===== config.mk =====
export PLATFORM = sky130hd
export DESIGN_NAME = page_walker
export DESIGN_NICKNAME = d
export VERILOG_FILES = /design/src/rtl/pw_pkg.sv /design/src/rtl/pw_perm_merge.sv /design/src/rtl/pw_perm_check.sv /design/src/rtl/pw_attr_mux.sv /design/src/rtl/page_walker.sv
export SDC_FILE = /design/constraint.sdc
export NUM_CORES = 1
export LEC_CHECK = 0
export ABC_CLOCK_PERIOD_IN_PS = 1850
export BUFFER_PORTS_ARGS = -buffer_cell sky130_fd_sc_hd__buf_4
export CORE_MARGIN = 1
export CORE_UTILIZATION = 51
export CTS_BUF_LIST = sky130_fd_sc_hd__clkbuf_4
export DETAILED_ROUTE_END_ITERATION = 6
export GPL_ROUTABILITY_DRIVEN = 0
export PLACE_DENSITY_LB_ADDON = 0.3
export SLEW_MARGIN = 10
export SYNTH_ARGS = -nofsm -noshare
export SYNTH_HDL_FRONTEND = slang
export SYNTH_SLANG_ARGS = --single-unit

===== constraint.sdc =====
create_clock -name clk -period 1.85 [get_ports clk]
set_input_delay 0.185 -clock clk [delete_from_list [all_inputs] [get_ports clk]]
set_output_delay 0.185 -clock clk [all_outputs]
set_load 0.02 [all_outputs]

===== src/rtl/pw_pkg.sv =====
package pw_pkg;
    localparam int unsigned BIT_P  = 0;
    localparam int unsigned BIT_W  = 1;
    localparam int unsigned BIT_U  = 2;
    localparam int unsigned BIT_WT = 3;
    localparam int unsigned BIT_CD = 4;
    localparam int unsigned BIT_A  = 5;
    localparam int unsigned BIT_D  = 6;

    typedef enum logic [2:0] {
        ST_IDLE, ST_READ_DIR, ST_READ_PTE, ST_WRITE_A, ST_DONE, ST_FAULT
    } walk_state_t;

    typedef enum logic [1:0] {
        FC_NOT_PRESENT = 2'd0,
        FC_PRIV        = 2'd1,
        FC_WRPROT      = 2'd2,
        FC_DIRTY       = 2'd3
    } fault_code_t;

    typedef struct packed {
        logic usr;
        logic wr;
        logic cd;
        logic wt;
    } perm_t;
endpackage


===== src/rtl/pw_perm_merge.sv =====
module pw_perm_merge
    import pw_pkg::*;
(
    input  perm_t dir_p,
    input  perm_t tbl_p,
    output perm_t eff_p
);
    // Grants need both levels; cache restrictions need either level.
    always_comb begin
        eff_p.usr = dir_p.usr & tbl_p.usr;
        eff_p.wr  = dir_p.wr  & tbl_p.wr;
        eff_p.cd  = dir_p.cd  | tbl_p.cd;
        eff_p.wt  = dir_p.wt  | tbl_p.wt;
    end
endmodule


===== src/rtl/pw_perm_check.sv =====
module pw_perm_check
    import pw_pkg::*;
(
    input  logic        usr_ok,
    input  logic        wr_ok,
    input  logic        dirty,
    input  logic        is_user,
    input  logic        is_write,
    input  logic        wp_en,
    output logic        ok,
    output fault_code_t code
);
    logic priv_bad, wp_bad, dirty_bad;

    always_comb begin
        priv_bad  = is_user && !usr_ok;
        wp_bad    = is_write && !wr_ok && (is_user || wp_en);
        dirty_bad = is_write && !dirty;
        ok        = !(priv_bad || wp_bad || dirty_bad);
        if (priv_bad)    code = FC_PRIV;
        else if (wp_bad) code = FC_WRPROT;
        else             code = FC_DIRTY;
    end

    always_comb begin
        if (ok) begin
            assert_user_blocked_R5: assert (!is_user || usr_ok);
            assert_write_guard_R6: assert (!is_write || wr_ok || (!is_user && !wp_en));
        end
    end
endmodule


===== src/rtl/pw_attr_mux.sv =====
module pw_attr_mux (
    input  logic cd,
    input  logic wt,
    input  logic sel,
    output logic attr
);
    assign attr = sel ? wt : cd;
endmodule


===== src/rtl/page_walker.sv =====
module page_walker
    import pw_pkg::*;
#(
    parameter int unsigned VA_W  = 32,
    parameter int unsigned OFF_W = 12
) (
    input  logic            clk,
    input  logic            rst_n,
    input  logic            req_valid,
    input  logic [VA_W-1:0] req_vaddr,
    input  logic            req_write,
    input  logic            req_user,
    input  logic [VA_W-1:0] dirbase,
    input  logic            xlate_en,
    input  logic            wp_en,
    input  logic            attr_sel,
    output logic            busy,
    output logic            done,
    output logic            fault,
    output logic [1:0]      fault_code,
    output logic [VA_W-1:0] paddr,
    output logic            page_attr,
    output logic            mem_req,
    output logic            mem_we,
    output logic [VA_W-1:0] mem_addr,
    output logic [VA_W-1:0] mem_wdata,
    input  logic [VA_W-1:0] mem_rdata,
    input  logic            mem_ack
);
    localparam int unsigned FRAME_W = VA_W - OFF_W;
    localparam int unsigned IDX_W   = FRAME_W / 2;
    localparam int unsigned PAD_W   = OFF_W - IDX_W;

    walk_state_t state, state_n;

    logic [VA_W-1:0]    vaddr_q;
    logic               write_q, user_q, wp_q, sel_q;
    logic [FRAME_W-1:0] base_q, dir_frame_q;
    perm_t              dir_perm_q;
    logic [VA_W-1:0]    pte_q;
    logic [VA_W-1:0]    paddr_q;
    logic               attr_q;
    fault_code_t        fcode_q;

    logic               c_valid;
    logic [FRAME_W-1:0] c_vpn, c_base, c_frame;
    perm_t              c_perm;
    logic               c_dirty;

    logic [OFF_W-1:0]   unused_dirbase_low;
    assign unused_dirbase_low = dirbase[OFF_W-1:0];

    // Hit path: stored permissions against the live request.
    logic        hit_ok, hit, hit_attr;
    fault_code_t hit_code;
    pw_perm_check u_hit_chk (
        .usr_ok(c_perm.usr), .wr_ok(c_perm.wr), .dirty(c_dirty),
        .is_user(req_user), .is_write(req_write), .wp_en(wp_en),
        .ok(hit_ok), .code(hit_code)
    );
    pw_attr_mux u_hit_attr (.cd(c_perm.cd), .wt(c_perm.wt), .sel(attr_sel), .attr(hit_attr));
    assign hit = c_valid && hit_ok
              && (c_vpn == req_vaddr[VA_W-1:OFF_W])
              && (c_base == dirbase[VA_W-1:OFF_W]);

    // Walk path: directory flags merged with the incoming table entry.
    perm_t       tbl_perm, eff_perm;
    logic        walk_ok, walk_attr;
    fault_code_t walk_code;
    assign tbl_perm = '{usr: mem_rdata[BIT_U], wr: mem_rdata[BIT_W],
                        cd: mem_rdata[BIT_CD], wt: mem_rdata[BIT_WT]};
    pw_perm_merge u_merge (.dir_p(dir_perm_q), .tbl_p(tbl_perm), .eff_p(eff_perm));
    pw_perm_check u_walk_chk (
        .usr_ok(eff_perm.usr), .wr_ok(eff_perm.wr), .dirty(mem_rdata[BIT_D]),
        .is_user(user_q), .is_write(write_q), .wp_en(wp_q),
        .ok(walk_ok), .code(walk_code)
    );
    pw_attr_mux u_walk_attr (.cd(eff_perm.cd), .wt(eff_perm.wt), .sel(sel_q), .attr(walk_attr));

    // Next-state logic
    always_comb begin
        state_n = state;
        unique case (state)
            ST_IDLE:     if (req_valid) state_n = (!xlate_en || hit) ? ST_DONE : ST_READ_DIR;
            ST_READ_DIR: if (mem_ack) state_n = mem_rdata[BIT_P] ? ST_READ_PTE : ST_FAULT;
            ST_READ_PTE: if (mem_ack) begin
                             if (!mem_rdata[BIT_P] || !walk_ok) state_n = ST_FAULT;
                             else if (!mem_rdata[BIT_A])        state_n = ST_WRITE_A;
                             else                               state_n = ST_DONE;
                         end
            ST_WRITE_A:  if (mem_ack) state_n = ST_DONE;
            ST_DONE:     state_n = ST_IDLE;
            ST_FAULT:    state_n = ST_IDLE;
            default:     state_n = ST_IDLE;
        endcase
    end

    // State register
    always_ff @(posedge clk or negedge rst_n) begin
        if (!rst_n) state <= ST_IDLE;
        else        state <= state_n;
    end

    // Datapath and result registers
    always_ff @(posedge clk or negedge rst_n) begin
        if (!rst_n) begin
            vaddr_q <= '0; write_q <= 1'b0; user_q <= 1'b0; wp_q <= 1'b0; sel_q <= 1'b0;
            base_q <= '0; dir_frame_q <= '0; dir_perm_q <= '0; pte_q <= '0;
            paddr_q <= '0; attr_q <= 1'b0; fcode_q <= FC_NOT_PRESENT;
            c_valid <= 1'b0; c_vpn <= '0; c_base <= '0; c_frame <= '0;
            c_perm <= '0; c_dirty <= 1'b0;
        end else begin
            unique case (state)
                ST_IDLE: if (req_valid) begin
                    vaddr_q <= req_vaddr; write_q <= req_write; user_q <= req_user;
                    wp_q <= wp_en; sel_q <= attr_sel; base_q <= dirbase[VA_W-1:OFF_W];
                    if (!xlate_en) begin
                        paddr_q <= req_vaddr;
                        attr_q  <= 1'b0;
                    end else if (hit) begin
                        paddr_q <= {c_frame, req_vaddr[OFF_W-1:0]};
                        attr_q  <= hit_attr;
                    end
                end
                ST_READ_DIR: if (mem_ack) begin
                    dir_frame_q <= mem_rdata[VA_W-1:OFF_W];
                    dir_perm_q  <= tbl_perm;
                    if (!mem_rdata[BIT_P]) fcode_q <= FC_NOT_PRESENT;
                end
                ST_READ_PTE: if (mem_ack) begin
                    pte_q <= mem_rdata;
                    if (!mem_rdata[BIT_P]) begin
                        fcode_q <= FC_NOT_PRESENT;
                    end else if (!walk_ok) begin
                        fcode_q <= walk_code;
                    end else begin
                        paddr_q <= {mem_rdata[VA_W-1:OFF_W], vaddr_q[OFF_W-1:0]};
                        attr_q  <= walk_attr;
                        c_valid <= 1'b1;
                        c_vpn   <= vaddr_q[VA_W-1:OFF_W];
                        c_base  <= base_q;
                        c_frame <= mem_rdata[VA_W-1:OFF_W];
                        c_perm  <= eff_perm;
                        c_dirty <= mem_rdata[BIT_D];
                    end
                end
                default: ;
            endcase
        end
    end

    // Outputs
    always_comb begin
        busy      = (state != ST_IDLE);
        done      = (state == ST_DONE);
        fault     = (state == ST_FAULT);
        mem_req   = (state == ST_READ_DIR) || (state == ST_READ_PTE) || (state == ST_WRITE_A);
        mem_we    = (state == ST_WRITE_A);
        mem_wdata = pte_q | (VA_W'(1) << BIT_A);
        if (state == ST_READ_DIR)
            mem_addr = {base_q, vaddr_q[VA_W-1 -: IDX_W], {PAD_W{1'b0}}};
        else
            mem_addr = {dir_frame_q, vaddr_q[OFF_W+IDX_W-1:OFF_W], {PAD_W{1'b0}}};
    end
    assign fault_code = fcode_q;
    assign paddr      = paddr_q;
    assign page_attr  = attr_q;

    assert_pulse_excl_R13: assert property (@(posedge clk) disable iff (!rst_n) !(done && fault));
    assert_done_one_cycle_R13: assert property (@(posedge clk) disable iff (!rst_n) done |=> !done);
    assert_fault_one_cycle_R13: assert property (@(posedge clk) disable iff (!rst_n) fault |=> !fault);
    assert_we_sets_accessed_R8: assert property (@(posedge clk) disable iff (!rst_n)
        mem_we |-> (mem_req && mem_wdata[BIT_A]));
    assert_no_mem_on_done_R11: assert property (@(posedge clk) disable iff (!rst_n)
        (done || fault) |-> !mem_req);
endmodule


==> After elaboration in Yosys (flattened, before gate mapping) <==
Index checks and enable logic that the tools add are counted.
{ "totals": {"regBits": 216, "inputBits": 105, "output_inout_bits": 104} }
{ "classes": {"eq_ne": 16, "n_mux": 34, "bitwise": 5, "n_reduce_logical": 41} }
{ "op_table": {"columns": ["op", "count"], "rows": [
  ["$mux W32", 7],
  ["$pmux W32 S2", 1],
  ["$eq A20 B20 Y1", 2],
  ["$mux W3", 8],
  ["$mux W2", 6],
  ["$ne A2 B2 Y1 const B", 6],
  ["$pmux W3 S4", 1],
  ["$logic_and A1 B1 Y1", 11],
  ["$logic_or A1 B1 Y1", 10],
  ["$logic_not A1 Y1", 9],
  ["$mux W1", 9],
  ["$reduce_and A4 Y1", 2],
  ["$eq A3 B2 Y1 const B", 2],
  ["$eq A3 B3 Y1 const B", 2],
  ["$ne A3 B3 Y1 const B", 2],
  ["$reduce_and A2 Y1", 3],
  ["$reduce_and A6 Y1", 1],
  ["$reduce_and A5 Y1", 1],
  ["$pmux W2 S2", 1],
  ["$reduce_bool A2 Y1", 2],
  ["$eq A3 B1 Y1 const B", 1],
  ["$logic_not A3 Y1", 1],
  ["$reduce_bool A3 Y1", 1],
  ["$and A1 B1 Y1", 2],
  ["other kinds (4)", 5]
]} }

==> Depth between registers and ports, before layout <==
Gate-level depths: netlist of run 1.
{ "logic_depth": {"ltp_word": 13, "depth_mapped": 8, "ltp_nobuf": 5} }

==> Hierarchy <==
A second synthesis of run 1 with hierarchy kept.
{ "hier_totals": {"cells_unflattened": 811, "area_unflattened_um2": 9928.3} }
{ "modules_own_cells": {"columns": ["module", "n_inst", "cells_each", "area_each_um2"], "rows": [
  ["page_walker", 1, 789, 9775.6],
  ["pw_perm_check", 2, 8, 48.8],
  ["pw_attr_mux", 2, 1, 15.0],
  ["pw_perm_merge", 1, 4, 25.0]
]} }

==> Worst setup path after synthesis of run 1 <==
No wires, ideal clock.
{ "synth_timing": {"path_kind": "register to register", "from": "reg state[0]", "to": "reg paddr_q[30], in the netlist paddr[30]", "setup_ns": 0.132, "t_arrival_ns": 1.747, "required_ns": 1.718, "slack_ns": -0.029, "path_stages_with_launch": 8, "n_path_buf": 2, "period_less_slack_ns": 1.879, "cell_sequence": "dfrtp_1 > buf_4 > or3b_4 > nor2_8 > a31oi_4 > nor4_2 > buf_4 > o22ai_1"} }
{ "synth_via": {"elab_chain_len": 3} }
{ "synth_rtl": {"columns": ["item", "line_no", "text"], "rows": [
  ["start, declared", "page_walker.sv:34", "walk_state_t state, state_n;"],
  ["start signal, assigned", "page_walker.sv:101", "else state <= state_n;"],
  ["$eq A3 B2 Y1 / $logic_not A3 Y1 (equally long branches)", "page_walker.sv:113", "unique case (state)"],
  ["$ne A2 B2 Y1 (no source line) (tied with other cells)", null, null],
  ["$reduce_and A6 Y1 (no source line)", null, null],
  ["end signal, assigned", "page_walker.sv:118", "paddr_q <= req_vaddr;"],
  ["end signal, assigned", "page_walker.sv:121", "paddr_q <= {c_frame, req_vaddr[OFF_W-1:0]};"],
  ["end signal, assigned", "page_walker.sv:137", "paddr_q <= {mem_rdata[VA_W-1:OFF_W], vaddr_q[OFF_W-1:0]};"],
  ["end, declared", "page_walker.sv:41", "logic [VA_W-1:0] paddr_q;"]
]} }
Several ways; a longest one is shown, not always the timed one.
A chain may end at the register's enable or synchronous reset.

==> Final worst setup path of run 1 <==
{ "layout_timing": {"from": "reg state[0]", "to": "out mem_addr[11]"} }
{ "layout_via": {"elab_chain_len": 2} }
{ "layout_rtl": {"columns": ["item", "line_no", "text"], "rows": [
  ["$eq A3 B1 Y1", "page_walker.sv:160", "if (state == ST_READ_DIR)"],
  ["$mux W32", "page_walker.sv:160", null],
  ["end, declared", "page_walker.sv:25", "output logic [VA_W-1:0] mem_addr,"]
]} }
No other way between the ends.

==> metrics.txt, run 1 <==
distinct cell type count of the synthesized netlist=between 50 and 60; flops & latches, synth=about 220; number of global-route vias before repair=between 9000 and 10000; Max Cap Viol=0; Worst-Margin Slew=between 0.6 and 0.7 ns; DP Wirelength=approximately 20000 um; status=finished with violations; Async S/R FF share, synth=100%; clock root cell=clkbuf_4; buffers and inverters on the worst path=5; Worst Skew=approximately 0.040 ns; Tmin final=around 2.5 ns; post-layout worst setup margin=-0.636 ns; deepest level of the CTS H-tree=2; Worst Hold Class=in -> async; Fmax=402 MHz; critical path's top delay family=buffers and inverters; Crit path top cell by count=buf_6; Pre-antenna DRT Iters=5; die footprint=roughly 20000 um2; crit-path max cell delay=approximately 0.37 ns; critical-path cell list=buf_6 -> nor3b_4 -> buf_6 -> buf_12 -> buf_12 -> mux2_4 -> buf_6; final hold slack=roughly 0.050 ns; maximum vdd drop=around 0.0013 V; failing checks=setup timing; CTS tree=built; Global Route Usage Sum=between 30 and 40%; largest net degree at the start of global routing=64; RSZ-0062 raised after global routing=yes; syn_area_per_cell=roughly 11 um2; Worst path slowest cell=dfrtp_1; data required time of the worst path=about 1.7 ns; Slew HR=between 50% and 60%; drt first-iter violations=approximately 950; EDFF count, synth=0; clock transition at the registers of the reported paths=0.09 ns; CP max FO=7; Ports=209; vias per inst=between 5 and 6; WP data arrival=about 2.3 ns; initial antenna violation count=2; Leak=approximately 7.7 nW; post-synthesis sequential area ratio=between 50 and 60%; CTS Buf Count=55; die width=142 um; first-pass GRT wire length=~50000 um; Routed WL=40000 um; routed length per instance=24.6 um; Setup Viol. Count Final=just under 200; final instance area=15600 um2; dpl cell area=between 10000 and 15000 um2; DRC violations left=0; latest clock arrival within the worst-skew pair=slightly above 0.7 ns; total grt overflow=0; final net count=~1400; Crit Path Class=reg -> out; fin crit share=134%; Hold Vio Cnt, Final=0; critical path endpoint category=primary output; Most used DFF post-synth=dfrtp_1; post-route ant nets=0; post-synthesis cell count=about 900; area delta synth->final=57.5%; Pwr per Cell Area=roughly 1700 nW/um2; Core ar.=between 15000 and 20000 um2; crit start category=flop; Ys Warns=0; mapped cell area=between 9000 and 10000 um2; Slew Viols, Final=0; row cnt=50; CTS Sinks=215; routed vias=just under 10000; fraction of layout cells with a size suffix above 1=49.6%; IO Port Bufs=193; CTS max path bufs=3; Die H=roughly 140 um; Initial Util=approximately 53%
-- final timing paths --
check                         startpoint              end  slack [ns]  cells past startpoint
setup / recovery                state[0]     mem_addr[11]       -0.64                      7
hold / removal                     rst_n  dir_frame_q[18]        0.05                      2
setup reg to reg               c_vpn[13]        paddr[31]       -0.51                      7
hold reg to reg                 pte_q[7]         pte_q[7]        0.48                      2
max in group asynchronous          rst_n        base_q[1]        1.15                      3
min in group clk           mem_rdata[11]        pte_q[11]        0.26                      4
-- synth_stat cells (2+ instances only) --
cell type    n  area (um2)
xnor2_1     24         210
mux2_2     137        1540
buf_2       17        85.1
o211ai_1    20         150
mux2i_1     21         210
nand4_1      7        43.8
nor2_1       9        33.8
a31oi_1      2        12.5
nand2_1    259         972
o21ai_0     30         150
inv_1        3        11.3
nor4_1       6        37.5
xor2_1      16         140
and3_1      12        75.1
nand2b_1     2        12.5
o22ai_1     20         125
buf_4        7        52.6
conb_1       2        7.51
a21boi_0     2        15.0
a21oi_1     16        80.1
nor2b_1      2        12.5
nand3_1      3        15.0
and2_1       4        25.0
clkbuf_1    32         120
dfrtp_1    215        5380
a22oi_1     13        97.6
-- report_power, final --
part	total (W)	switching, W	leakage, nW	internal (W)
registers	0.00865	0.00176	2.72	0.00689
logic	0.0132	0.00644	4.56	0.00678
clock network	0.00411	0.00212	0.396	0.00199
-- kinds of logic after synthesis --
kind of cell / after synthesis / synth area share, %
AND/OR/NAND/NOR: 318 / 13.9
buffers and inverters: 61 / 2.86
flip-flops: 215 / 54.2
XOR/XNOR: 40 / 3.53
AO/OA/AOI/OAI: 115 / 7.77
other: 2 / 0.0757
multiplexers: 158 / 17.7
-- cell type report --
class                      instances  area (um2)
sequential                       215        5380
multi-input combinational        634        5070
timing repair buffer             419        4190
fill                             925        3260
clock buffer                      82         616
tap                              260         325
clock inverter                     7        26.3
inverter                           3        16.3
antenna                            2        5.00
-- worst register-to-register path: cells and delay by family (launching register included) --
kind,cells,cell delay [ns]
simple gates,3,1.19
xor+xnor,1,0.21
buf+inv,2,0.33
flops,1,0.41
compound gates,1,0.07
-- what timing repair did --
item                                    4_1_cts  5_1_grt
gates resized for setup                     118      189
endpoints found under the setup margin      114      233
hold buffers                                 92        0
gates cloned                                  8       14
buffers inserted                             19       28
pin swaps                                    10       82
hold endpoints to repair                    386        0
-- sequential cells by signal, summed over array words and instances, names as in the netlist, 2 cells and up --
signal and flops:
c_vpn 20, base_q 20, c_frame 20, fault_code 2
vaddr_q 32, paddr 32, c_base 20, dir_frame_q 20
c_perm 4, state 3, pte_q 31, dir_perm_q 4
-- per-stage QoR --
step | instances | power (W) | setup WS (ns) | util, % | setup TNS (ns)
2_1_floorplan | 910 | 0.0138 | -0.0270 | - | -0.431
3_3_place_gp | 1378 | 0.0175 | -0.273 | 64.2 | -8.09
3_5_place_dp | 1378 | 0.0179 | -0.322 | 64.2 | -9.42
4_1_cts | 1585 | 0.0235 | -0.570 | 76.7 | -34.16
5_1_grt | 1622 | 0.0269 | -0.643 | 82.7 | -57.16
6_report | 1622 | 0.0260 | -0.636 | 82.7 | -53.25
-- routing by layer --
layer  up-vias  routed length (um)  track usage (%)  share of wire [%]
met1      4745               14100             42.0                 35
met2       722               19300             56.3                 48
met3       218                3910             7.02                9.8
met4         0                2670             15.6                6.7
met5         -                   0                0                  0
li1       3988                   -                -                  -
-- cell usage in the layout, fill, tap and decap left out, drive strengths merged, types with 13 or more instances in the layout --
cell,instances
dlygate4sd3,92
buf,316
a21oi,16
xor2,16
o211ai,20
o21ai,31
o22ai,20
mux2,137
nand2,259
a22oi,13
xnor2,24
clkbuf,93
dfrtp,215
mux2i,21
Note: power is estimated with default switching activity, not from simulation.
==> inputs of run 2 (changes only) <==
--- a/config.mk
+++ b/config.mk
@@ -13,6 +13,7 @@
 export DETAILED_ROUTE_END_ITERATION = 6
 export GPL_ROUTABILITY_DRIVEN = 0
 export PLACE_DENSITY_LB_ADDON = 0.3
+export SKIP_CTS_REPAIR_TIMING = 1
 export SLEW_MARGIN = 10
 export SYNTH_ARGS = -nofsm -noshare
 export SYNTH_HDL_FRONTEND = slang
==> run 2 against run 1 <==
Against the previous run:
- the run still ends with setup timing left
- sequential share of layout area rose by 1.7 points
- clock-buffer cell count did not move
- clock power fell by 3%
- fmax rose by 5.4%
- setup slack improved by 0.13 ns
- die area did not move
- cell count fell by 1.0%
- core utilization fell by 3.9 points
- clock skew rose by 0.013 ns
- hold slack got worse by 0.024 ns
- critical path depth fell by 2
- largest power group unchanged
==> metrics.txt, run 2 (synthesis gave the netlist of run 1 again) <==
CTS tree=built (unchanged); Pwr per Cell Area=1610 nW/um2 (was 1660 nW/um2); critical path endpoint category=primary output (unchanged); Worst Hold Class=in -> reg (was in -> async); Sequential cell area=5380 um2 (about the same); fraction of layout cells with a size suffix above 1=44.9% (was 49.6%); post-route ant nets=0 (unchanged); Slew Viols, Final=0 (unchanged); R2R Path Start=c_vpn[9] (was c_vpn[13]); Global Route Usage Sum=28.2% (was 33.6%); fin crit share=127% (was 134%); Setup Viol. Count Final=145 (was 197); CTS Buf Count=55 (unchanged); RSZ-0062 raised after global routing=yes (unchanged); critical-path cell list=nor3b_4 -> buf_12 -> clkbuf_16 -> mux2_4 -> buf_6 (was buf_6 -> nor3b_4 -> buf_6 -> buf_12 -> buf_12 -> mux2_4 -> buf_6); post-layout worst setup margin=-0.509 ns (was -0.636 ns); largest net degree at the start of global routing=64 (unchanged); IO Port Bufs=193 (unchanged); Pre-antenna DRT Iters=7 (was 5); routed length per instance=21.5 um (was 24.6 um); row cnt=50 (unchanged); CTS Sinks=215 (unchanged); Worst-Margin Slew=0.570 ns (was 0.632 ns); Die H=142 um (unchanged); reg-to-reg setup timing slack=-0.42 ns (was -0.51 ns); Slew HR=61.7% (was 57.5%); CP max FO=7 (unchanged); data required time of the worst path=1.66 ns (about the same); vias per inst=5.67 (was 5.96); drt first-iter violations=775 (was 945); Core ar.=18900 um2 (unchanged); worst r2r dst=paddr[8] (was paddr[31]); number of global-route vias before repair=8049 (was 9368); die footprint=20000 um2 (unchanged); DRC violations left=0 (unchanged); sink of the worst hold path=paddr[20]; multi-input logic area=4660 um2 (was 5070 um2); most frequent cells in the layout=236 x nand2_1, 227 x buf_4, 213 x dfrtp_1, 111 x mux2_2, 91 x dlygate4sd3_1 (was 223 x buf_4, 214 x dfrtp_1, 206 x nand2_1, 92 x dlygate4sd3_1, 82 x clkbuf_4); initial antenna violation count=1 (was 2); Crit Path Class=reg -> out (unchanged); latest clock arrival within the worst-skew pair=0.69 ns (was 0.72 ns); Initial Util=52.5% (unchanged); final net count=1417 (was 1433); maximum vdd drop=0.00107 V (was 0.00129 V); crit-path max cell delay=0.44 ns (was 0.37 ns); routed vias=9099 (was 9673); Tmin final=2.36 ns (was 2.49 ns); failing checks=setup timing (unchanged); fillers=1077 (was 925); first-pass GRT wire length=43600 um (was 51200 um); clock transition at the registers of the reported paths=0.07 ns (was 0.09 ns); Pwr Total=0.0239 W (was 0.0260 W); hold wc startpoint=req_vaddr[20]; Max Cap Viol=0 (unchanged); WP data arrival=2.17 ns (was 2.30 ns); Finished Layout Cells=1605 (was 1622); Cells after DPL=1378 (unchanged); Fmax=424 MHz (was 402 MHz); most common cell after layout, fill and taps aside=nand2_1 (was buf_4); DP Wirelength=19600 um (unchanged); post-layout util=78.8% (was 82.7%); logic depth of the worst register-to-register path=7 (unchanged); Worst Skew=0.0535 ns (was 0.0405 ns); deepest level of the CTS H-tree=2 (unchanged); status=finished with violations (unchanged); Leak=7.37 nW (was 7.67 nW); total grt overflow=0 (unchanged); Routed WL=34500 um (was 40000 um); Worst path slowest cell=dfrtp_2 (was dfrtp_1); CTS max path bufs=3 (unchanged); hold depth=5; crit start category=flop (unchanged); area delta synth->final=50.0% (was 57.5%); die width=142 um (unchanged); Ports=209 (unchanged); Hold Vio Cnt, Final=0 (unchanged); clock root cell=clkbuf_4 (unchanged)
run 2: cell count changes in the layout (fill, tap and decap cells not counted), moves of 4 or more:
cell and delta:
a22oi_1 +13, a22oi_2 -13, o22ai_1 +4, nand2_1 +30, o22ai_2 -4, buf_16 -5
nand2_4 -15, buf_4 +4, mux2_2 +32, buf_8 -4, buf_6 -8, mux2_4 -32
nand2_2 -14
run 2: how the worst max path moves through the flow:
| stage | startpoint | slack [ns] | endpoint |
|---|---|---|---|
| 2_1_floorplan | c_base[14] | -0.03 | paddr[30] |
| 3_3_place_gp | c_vpn[9] | -0.27 | paddr[30] |
| 3_5_place_dp | c_vpn[9] | -0.32 | paddr[17] |
| 4_1_cts | state[2] | -0.65 | mem_addr[11] |
| 5_1_grt | state[1] | -0.57 | mem_addr[31] |
| 6_report | state[2] | -0.51 | mem_addr[31] |
run 2: per-layer routing:
layer | global-route usage [%] | up-vias | share of wire [%]
met1 | 38.3 | 4520 | 39
li1 | - | 3964 | -
met4 | 8.89 | 0 | 3.6
met5 | 0 | - | 0
met3 | 6.04 | 106 | 7.8
met2 | 45.5 | 509 | 50
run 2: critical path, delay by kind of cell, from the launching register on:
kind          cells  cell delay (ns)
buf+inv           3             0.50
flops             1             0.44
simple gates      1             0.22
mux               1             0.31
run 2: area by class of cell:
class,instances,share of cell area [%]
Sequential cell,215,36.2
Multi-Input combinational cell,634,31.3
Timing Repair Buffer,403,25.9
Clock buffer,82,4.14
Tap cell,260,2.19
Clock inverter,7,0.177
Inverter,3,0.0756
Antenna cell,1,0.0168
run 2: stage by stage:
step                      TNS, ns  hold WS (ns)  cell area (um2)  worst slack, ns
final                      -36.15        0.0257            14900           -0.509
after global routing       -44.03       0.00306            14900           -0.567
after CTS                  -29.69        -0.548            12800           -0.652
after detailed placement    -9.42         0.176            12100           -0.322
after global placement      -8.09         0.170            12100           -0.273
after floorplan            -0.431        -0.111             9940          -0.0270
run 2: report_power, final:
group | leakage (nW) | internal [W] | total (W) | switching, W
Combinational | 4.26 | 0.00585 | 0.0115 | 0.00567
Sequential | 2.71 | 0.00689 | 0.00845 | 0.00156
Clock | 0.396 | 0.00199 | 0.00397 | 0.00198
Total | 7.37 | 0.0147 | 0.0239 | 0.00921
==> inputs of run 3 (changes only) <==
--- a/config.mk
+++ b/config.mk
@@ -5,6 +5,7 @@
 export SDC_FILE = /design/constraint.sdc
 export NUM_CORES = 1
 export LEC_CHECK = 0
+export ABC_AREA = 1
 export ABC_CLOCK_PERIOD_IN_PS = 1850
 export BUFFER_PORTS_ARGS = -buffer_cell sky130_fd_sc_hd__buf_4
 export CORE_MARGIN = 1
==> run 3 against run 2 <==
Against the previous run:
- the flow still finishes with violations (setup timing)
- clock skew is 0.011 ns lower
- synthesized cell count rose by 34%
- core utilization fell by 2.5 points
- combinational power up 15%
- highest routed layer unchanged
- via count is 9.8% higher
- sequential power shrank 0.7%
==> metrics.txt, run 3 <==
Pre-antenna DRT Iters=6 (was 7); Psw=0.0111 W (was 0.00921 W); routed vias=9987 (was 9099); maximum vdd drop=0.00150 V (was 0.00107 V); worst setup path start=state[0] (was state[2]); met1 WL=13100 um (was 13400 um); Initial Util=52.3% (was 52.5%); most frequent cells in the layout=380 x nand2_1, 213 x dfrtp_1, 209 x buf_4, 132 x inv_1, 124 x o21ai_0 (was 236 x nand2_1, 227 x buf_4, 213 x dfrtp_1, 111 x mux2_2, 91 x dlygate4sd3_1); multi-input logic area=4090 um2 (was 4660 um2); Ports=209 (unchanged); largest net degree at the start of global routing=75 (was 64); clock root cell=clkbuf_4 (unchanged); clock power share=15.4% (was 16.6%); clock transition at the registers of the reported paths=0.07 ns (about the same); final net count=1679 (was 1417); Routed WL=33800 um (was 34500 um); top post-synthesis cells by area=dfrtp_1 55%, nand2_1 17%, o21ai_0 8.3% (was dfrtp_1 54%, mux2_2 16%, nand2_1 9.8%); distinct cell type count of the synthesized netlist=34 (was 54); fillers=1223 (was 1077); Hold Vio Cnt, Final=0 (unchanged); Sequential cell area=5380 um2 (unchanged); switch share=43.7% (was 38.5%); critical path endpoint category=primary output (unchanged); final hold slack=0.0174 ns (was 0.0257 ns); total grt overflow=0 (unchanged); DP Wirelength=19900 um (was 19600 um); Ys Warns=0 (unchanged); post-synthesis cell count=1219 (was 909); Setup Viol. Count Final=119 (was 145); crit start category=flop (unchanged); DR WL met3=3060 um (was 2710 um); RSZ-0062 raised after global routing=yes (unchanged); first-pass GRT wire length=43500 um (was 43600 um); CTS Buf Count=54 (was 55); flops & latches, synth=215 (unchanged); dpl cell area=11700 um2 (was 12100 um2); fraction of layout cells with a size suffix above 1=29.3% (was 44.9%); area delta synth->final=45.8% (was 50.0%); initial antenna violation count=1 (unchanged); routed length per instance=18.2 um (was 21.5 um); Worst Hold Class=in -> async (was in -> reg); Leak=7.46 nW (was 7.37 nW); post-route ant nets=0 (unchanged); syn_area_per_cell=8.08 um2 (was 10.9 um2); IO Port Bufs=193 (unchanged); Crit Path Class=reg -> out (unchanged); WP data arrival=2.07 ns (was 2.17 ns); Synth area leader=dfrtp_1 (unchanged); Die H=141 um (was 142 um); Int Pwr=0.0143 W (was 0.0147 W); latest clock arrival within the worst-skew pair=0.70 ns (was 0.69 ns); R2R Path Start=state[2] (was c_vpn[9]); Gate power share=51.7% (was 48.1%); Max Cap Viol=0 (unchanged); data required time of the worst path=1.66 ns (about the same); most common cell after layout, fill and taps aside=nand2_1 (unchanged); Synth top area share=54.6% (was 54.2%); pre-CTS setup slack=-0.0656 ns (was -0.322 ns); Core ar.=18800 um2 (was 18900 um2); Worst Skew=0.0428 ns (was 0.0535 ns); met2 wire length=16000 um (was 17200 um); Pwr per Cell Area=1770 nW/um2 (was 1610 nW/um2); most instantiated cells after synthesis=439 x nand2_1, 215 x dfrtp_1, 163 x o21ai_0 (was 259 x nand2_1, 215 x dfrtp_1, 137 x mux2_2); final instance area=14400 um2 (was 14900 um2); CP max FO=7 (unchanged); failing checks=setup timing (unchanged); Global Route Usage Sum=28.5% (was 28.2%); CTS max path bufs=3 (unchanged); post-layout worst setup margin=-0.404 ns (was -0.509 ns); post-synthesis sequential area ratio=54.6% (was 54.2%); Slew Viols, Final=0 (unchanged); row cnt=50 (unchanged); CTS Sinks=215 (unchanged); number of global-route vias before repair=8384 (was 8049); EDFF count, synth=0 (unchanged); Tmin final=2.25 ns (was 2.36 ns); top-count cell post-synth=nand2_1 (unchanged); logic depth of the worst register-to-register path=12 (was 7); die footprint=19900 um2 (was 20000 um2); Max Used Layer=met4 (unchanged); die width=141 um (was 142 um); post-layout util=76.3% (was 78.8%); Fmax=444 MHz (was 424 MHz); fin crit share=122% (was 127%); status=finished with violations (unchanged); setup TNS=-16.95 ns (was -36.15 ns); vias per inst=5.36 (was 5.67); Async S/R FF share, synth=100% (unchanged); deepest level of the CTS H-tree=2 (unchanged); Sequential Power Share=33.0% (was 35.3%); CTS tree=built (unchanged); DRC violations left=0 (unchanged); drt first-iter violations=806 (was 775); Most used DFF post-synth=dfrtp_1 (unchanged); mapped cell area=9850 um2 (was 9930 um2)
[run 3: path summary, 6_finish.rpt]
path | end | slack (ns)
min reg2reg | c_valid | 0.45
max in group asynchronous | base_q[4] | 1.13
min in group clk | state[2] | 0.13
max | mem_addr[20] | -0.40
max reg2reg | paddr[22] | -0.13
min | vaddr_q[21] | 0.02
[run 3: logic make-up after synthesis]
kind of cell           count (synthesis)  share of synthesized area (%)
buffers and inverters                206                           8.79
XOR/XNOR                              19                           1.69
flip-flops                           215                           54.6
other                                  2                         0.0762
AO/OA/AOI/OAI                        238                           13.0
AND/OR/NAND/NOR                      536                           21.5
multiplexers                           3                          0.343
[run 3: metrics by stage]
step,power (W),instances
floorplan,0.0144,1220
global placement,0.0181,1648
detailed placement,0.0184,1648
CTS,0.0224,1732
global route,0.0269,1863
finish,0.0254,1863
[run 3: routing by layer]
metal,vias to the layer above,track usage [%]
met4,0,12.6
met1,4727,38.3
li1,4576,-
met2,563,45.0
met5,-,0
met3,121,5.71
[run 3: worst max-delay path, cell delays in order (launching register included)]
cell and delay, ns:
dfrtp_1 0.41, inv_2 0.08, nor3_4 0.28, buf_8 0.19
buf_12 0.14, nand2_1 0.09, nand2_2 0.09, buf_6 0.12
[run 3: cell type report]
class / count / share of cell area, %
clock buffers: 78 / 4.08
repair buffers: 359 / 23.5
multi-input cells: 803 / 28.5
flip-flops and latches: 215 / 37.5
diodes: 1 / 0.0174
inverters: 141 / 3.83
clock inverters: 6 / 0.340
well taps: 260 / 2.27
[run 3: power groups by stage]
stage | logic (W) | registers [W] | clock network, W
2_1_floorplan | 0.00570 | 0.00875 | 0
3_3_place_gp | 0.00994 | 0.00819 | 0
3_5_place_dp | 0.0102 | 0.00825 | 0
4_1_cts | 0.0102 | 0.00820 | 0.00393
5_1_grt | 0.0141 | 0.00860 | 0.00419
6_report | 0.0132 | 0.00839 | 0.00391
